$ cat config.mk
export PLATFORM = sky130hd
export DESIGN_NAME = irq_regbank
export DESIGN_NICKNAME = d
export VERILOG_FILES = /design/src/rtl/irq_regbank.sv
export SDC_FILE = /design/constraint.sdc
export NUM_CORES = 2
export LEC_CHECK = 0
export BUFFER_PORTS_ARGS = -buffer_cell sky130_fd_sc_hd__buf_2
export CAP_MARGIN = 20
export CORE_ASPECT_RATIO = 1.4
export CORE_UTILIZATION = 45
export CTS_CLUSTER_DIAMETER = 30
export DETAILED_ROUTE_END_ITERATION = 10
export PLACE_DENSITY = 0.61
export SYNTH_ARGS = -nofsm -noshare
export SYNTH_HDL_FRONTEND = slang
export SYNTH_SLANG_ARGS = --single-unit
$ cat constraint.sdc
create_clock -name clk -period 93.4 [get_ports clk]
set_input_delay 28.02 -clock clk [delete_from_list [all_inputs] [get_ports clk]]
set_output_delay 28.02 -clock clk [all_outputs]
set_load 0.03 [all_outputs]
$ cat src/rtl/irq_regbank.sv
module irq_regbank #(
  parameter int ADDR_W = 10
) (
  input  logic              clk,
  input  logic              rst_n,
  input  logic [ADDR_W-1:0] bus_addr,
  input  logic              bus_we,
  input  logic              bus_re,
  input  logic [31:0]       bus_wdata,
  output logic [31:0]       bus_rdata,
  input  logic [63:0]       irq_src,
  output logic              irq_req,
  output logic              fiq_req
);
  localparam int NSRC = 64;
  localparam int PW   = 4;
  localparam logic [31:0] CTRL_KEEP = 32'h017C_0000;
  localparam logic [4:0]  MASK_OPEN = 5'h1F;
  localparam logic [31:0] NO_VEC    = 32'hFFFF_FFFF;

  localparam logic [ADDR_W-1:0] A_CTRL = ADDR_W'(0);
  localparam logic [ADDR_W-1:0] A_MASK = ADDR_W'(1);
  localparam logic [ADDR_W-1:0] A_ENN  = ADDR_W'(2);
  localparam logic [ADDR_W-1:0] A_DISN = ADDR_W'(3);
  localparam logic [ADDR_W-1:0] A_ENH  = ADDR_W'(4);
  localparam logic [ADDR_W-1:0] A_ENL  = ADDR_W'(5);
  localparam logic [ADDR_W-1:0] A_TYH  = ADDR_W'(6);
  localparam logic [ADDR_W-1:0] A_TYL  = ADDR_W'(7);
  localparam logic [ADDR_W-1:0] A_NVEC = ADDR_W'(16);
  localparam logic [ADDR_W-1:0] A_FVEC = ADDR_W'(17);
  localparam logic [ADDR_W-1:0] A_RAWH = ADDR_W'(18);
  localparam logic [ADDR_W-1:0] A_RAWL = ADDR_W'(19);
  localparam logic [ADDR_W-1:0] A_FRCH = ADDR_W'(20);
  localparam logic [ADDR_W-1:0] A_FRCL = ADDR_W'(21);
  localparam logic [ADDR_W-1:0] A_NPH  = ADDR_W'(22);
  localparam logic [ADDR_W-1:0] A_NPL  = ADDR_W'(23);
  localparam logic [ADDR_W-1:0] A_FPH  = ADDR_W'(24);
  localparam logic [ADDR_W-1:0] A_FPL  = ADDR_W'(25);
  localparam logic [ADDR_W-1:0] A_V0   = ADDR_W'(64);

  logic [31:0]      ctrl_q;
  logic [4:0]       mask_q;
  logic [NSRC-1:0]  en_q, type_q, pend_q, pend_nxt;
  logic [NSRC*PW-1:0] prio_q;

  logic [NSRC-1:0] nflag, fflag;
  assign nflag = pend_q & en_q & ~type_q;
  assign fflag = pend_q & en_q & type_q;

  logic          n_found, n_over, f_found;
  logic [5:0]    n_idx, f_idx;
  logic [PW-1:0] n_pri;

  always_comb begin
    n_found = 1'b0; n_over = 1'b0; n_idx = '0; n_pri = '0;
    for (int i = 0; i < NSRC; i++) begin
      if (nflag[i]) begin
        if (!n_found || prio_q[PW*i +: PW] >= n_pri) begin
          n_found = 1'b1;
          n_idx   = 6'(i);
          n_pri   = prio_q[PW*i +: PW];
        end
        if ({1'b0, prio_q[PW*i +: PW]} > mask_q) n_over = 1'b1;
      end
    end
  end

  always_comb begin
    f_found = 1'b0; f_idx = '0;
    for (int i = NSRC-1; i >= 0; i--) begin
      if (fflag[i]) begin
        f_found = 1'b1;
        f_idx   = 6'(i);
      end
    end
  end

  assign irq_req = (|nflag) && (mask_q == MASK_OPEN || n_over);
  assign fiq_req = |fflag;

  logic is_prio;
  logic [2:0] pword;
  assign is_prio = (bus_addr[ADDR_W-1:3] == (ADDR_W-3)'(1));
  assign pword   = ~bus_addr[2:0];

  logic ack_n, ack_f;
  assign ack_n = bus_re && bus_addr == A_NVEC && n_found;
  assign ack_f = bus_re && bus_addr == A_FVEC && f_found;

  logic [31:0] rd_val;
  always_comb begin
    rd_val = '0;
    if (is_prio) rd_val = prio_q[32*pword +: 32];
    else begin
      case (bus_addr)
        A_CTRL: rd_val = ctrl_q;
        A_MASK: rd_val = {27'd0, mask_q};
        A_ENH:  rd_val = en_q[63:32];
        A_ENL:  rd_val = en_q[31:0];
        A_TYH:  rd_val = type_q[63:32];
        A_TYL:  rd_val = type_q[31:0];
        A_NVEC: rd_val = n_found ? {10'd0, n_idx, 12'd0, n_pri} : NO_VEC;
        A_FVEC: rd_val = f_found ? {26'd0, f_idx} : NO_VEC;
        A_RAWH: rd_val = pend_q[63:32];
        A_RAWL: rd_val = pend_q[31:0];
        A_NPH:  rd_val = nflag[63:32];
        A_NPL:  rd_val = nflag[31:0];
        A_FPH:  rd_val = fflag[63:32];
        A_FPL:  rd_val = fflag[31:0];
        A_V0:   rd_val = 32'd4;
        default: rd_val = '0;
      endcase
    end
  end

  always_comb begin
    pend_nxt = irq_src;
    if (bus_we && bus_addr == A_FRCH) pend_nxt[63:32] = bus_wdata;
    if (bus_we && bus_addr == A_FRCL) pend_nxt[31:0]  = bus_wdata;
    if (ack_n) pend_nxt[n_idx] = 1'b0;
    if (ack_f) pend_nxt[f_idx] = 1'b0;
  end

  always_ff @(posedge clk) begin
    if (!rst_n) begin
      ctrl_q    <= '0;
      mask_q    <= MASK_OPEN;
      en_q      <= '0;
      type_q    <= '0;
      pend_q    <= '0;
      prio_q    <= '0;
      bus_rdata <= '0;
    end else begin
      pend_q <= pend_nxt;
      if (bus_re) bus_rdata <= rd_val;
      if (bus_we) begin
        if (is_prio) prio_q[32*pword +: 32] <= bus_wdata;
        case (bus_addr)
          A_CTRL: ctrl_q <= bus_wdata & CTRL_KEEP;
          A_MASK: mask_q <= bus_wdata[4:0];
          A_ENN:  en_q[bus_wdata[5:0]] <= 1'b1;
          A_DISN: en_q[bus_wdata[5:0]] <= 1'b0;
          A_ENH:  en_q[63:32] <= bus_wdata;
          A_ENL:  en_q[31:0]  <= bus_wdata;
          A_TYH:  type_q[63:32] <= bus_wdata;
          A_TYL:  type_q[31:0]  <= bus_wdata;
          default: ;
        endcase
      end
    end
  end
endmodule

==> qor.csv <==
metric,value,unit
fin nets,6759,
register area,0.009837,mm²
initial antenna violation count,29,
prevailing post-synth register cell,dfxtp_1,
Peak VDD IR,0.00001762,V
"count leader, synth",nand2_1,
Core Area,0.09835,mm²
area of the multi-input gates,0.03449,mm²
max_slew headroom,0.07178,
H-tree levels,3,
WP data arrival,90.33,ns
Synth area leaders,"dfxtp_1, ha_1, nand2_1, a21boi_0, o21ai_0",
syn nets,6489,
IO buf count,143,
most frequent CP cell,ha_1,
Worst Setup SP,pend_q[0],
"Area growth, synth to finish",21.01,%
PD cells,12.32,mW/mm²
clock skew,0.03681,ns
Vias/cell,7.031,
Synth area leader,dfxtp_1,
number of global-route vias before repair,49013,
Yosys cell types,108,
fmax,11.13,MHz
clk slew on worst S/H paths,0.06,ns
RePlAce Congestion,1.097,
total power,665.9,µW
CTS Buf Count,105,
number of flops mapped to enable cells by yosys,0,
# IOs,144,
"antenna viol nets, final",0,
Final Non-Filler Cells,7602,
#FFs+latches synth,491,
CP max stage delay,0.57,ns
Post-synth top cells,"nand2_1, dfxtp_1, ha_1",
fin area,0.05407,mm²
insertion delay to the later sink of the worst-skew pair,0.73,ns
layout cell share with drive strength beyond 1,0.1937,
Total GRT Usage,0.5293,
drt first pass iters,7,
Final HPWL DP,203.9,mm
Setup TNS Final,0,ns
Root Driver,clkbuf_16,
Post-CTS Hold Buffers,0,
post-synth top area share,0.2200,
Iter 0 DRT Violations,7967,
WL/cell,36.03,µm
Lkg Pwr,21.32,nW
DRC Markers,0,
"Period Utilization, post-route",0.9617,
Chip Height,374.8,µm
Fill cells,9486,
CP max FO,8,
"wirelength, routed",273.9,mm
Cells after DPL,7292,
dpl cell area,0.04784,mm²
Post-Synthesis Cells,5921,
total grt overflow,0,
Final Slew Violations,0,
Worst Max-Slew Pin Slew,1.388,ns
Worst EP required,93.90,ns
Sink Count,491,
fin crit period,89.82,ns
final hold violations,0,
"Avg Cell Area, Syn",7.546,µm²
R2R Path Start,pend_q[0],
Post-Syn Area,0.04468,mm²
max cap viols,0,
crit start category,register,
Placement Rows,136,
CTS tree,built,
Hold Crit Class,reg -> reg,
first-pass GRT wire length,374.3,mm
pin count of the biggest net entering global routing,117,
Hold Startpoint,prio_q[188],
Die X,268.3,µm
slowest CP cell,or4b_4,
Critical Path End Type,register,
Crit Path Category,reg -> reg,
Initial Util,0.4543,
status,finished clean,
final setup fails,0,
Synth Warn #,0,
WHS,0.4623,ns
Longest Clk Path Bufs,3,
Async SR Flop Fraction,0,
DIE AREA,0.1006,mm²
vias,53448,
"Seq/Total Area, Yosys",0.2200,
worst paths after layout:
path                  to  slack, ns  cells after the start
min reg2reg  prio_q[188]       0.46                      2
min          prio_q[188]       0.46                      2
max reg2reg   pend_q[63]       3.58                    479
max           pend_q[63]       3.58                    479
routing by layer:
metal  part of all wire  vias up  GRT usage
li1                   -    22543          -
met5            0.00055        -          0
met1               0.34    25215     0.5889
met3               0.13     1417     0.1800
met2               0.41     4251     0.7617
met4               0.13       22     0.5478
critical path: cells and delay by family (launching register included):
kind,cells,cell delay [ns]
AO/OA/AOI/OAI,230,42.39
AND/OR/NAND/NOR,139,19.87
adder cells (fa/ha/maj),72,19.74
buffers and inverters,29,3.99
multiplexers,9,3.01
flip-flops,1,0.44
sequential cells by signal, indices dropped and copies added, names as in the netlist:
name       count
pend_q        64
en_q          64
mask_q         5
prio_q       256
bus_rdata     32
type_q        64
ctrl_q         6
per-stage QoR:
step | utilization | setup WS [ns]
2_1_floorplan | - | 2.816
3_3_place_gp | 0.4857 | -1.239
3_5_place_dp | 0.4865 | -3.081
4_1_cts | 0.5291 | 0.05824
5_1_grt | 0.5494 | -0.9469
6_report | 0.5497 | 3.576
layout make-up:
cell class,instances,area share
Antenna cell,12,0.0005554
Inverter,155,0.01081
Tap cell,1311,0.03034
Sequential cell,491,0.1819
Timing Repair Buffer,510,0.06711
Clock inverter,73,0.01935
Clock buffer,122,0.05200
Multi-Input combinational cell,4928,0.6379
cells in the final DEF (no fill, tap or decap), drive strengths merged, types with 32 or more instances in the layout:
cell / n
and2: 128
or2: 49
dfxtp: 491
nand2: 880
clkbuf: 125
a22oi: 107
ha: 458
a21boi: 342
nand2b: 179
nor2b: 88
a31oi: 66
a221oi: 50
mux2: 49
inv: 175
and3: 64
buf: 506
o21a: 72
o211ai: 82
o21ai: 443
o22ai: 48
o31ai: 35
a21oi: 375
a21o: 100
mux2i: 40
nand4: 73
nor2: 313
nand3: 330
nor3: 73
o2111ai: 38
mux4: 64
clkinv: 32
power breakdown:
part           total [mW]  internal [mW]  switching, mW
combinational      0.0384        0.00943         0.0290
sequential          0.215          0.212        0.00332
clock               0.412          0.266          0.146
total               0.666          0.488          0.178
cell families after synthesis:
group	Yosys count	synth area share
AO/OA/AOI/OAI	2010	0.3034
multiplexers	153	0.05365
AND/OR/NAND/NOR	2297	0.2498
adder cells (fa/ha/maj)	467	0.1303
buffers and inverters	503	0.04284
flip-flops	491	0.2200
repair_timing:
action,CTS,global route
pin swaps,8,158
setup endpoints to repair,74,74
cloned,0,3
endpoints found under the hold margin,0,0
resized for setup,62,309
setup buffers,10,87
Note: power is estimated with default switching activity, not from simulation.
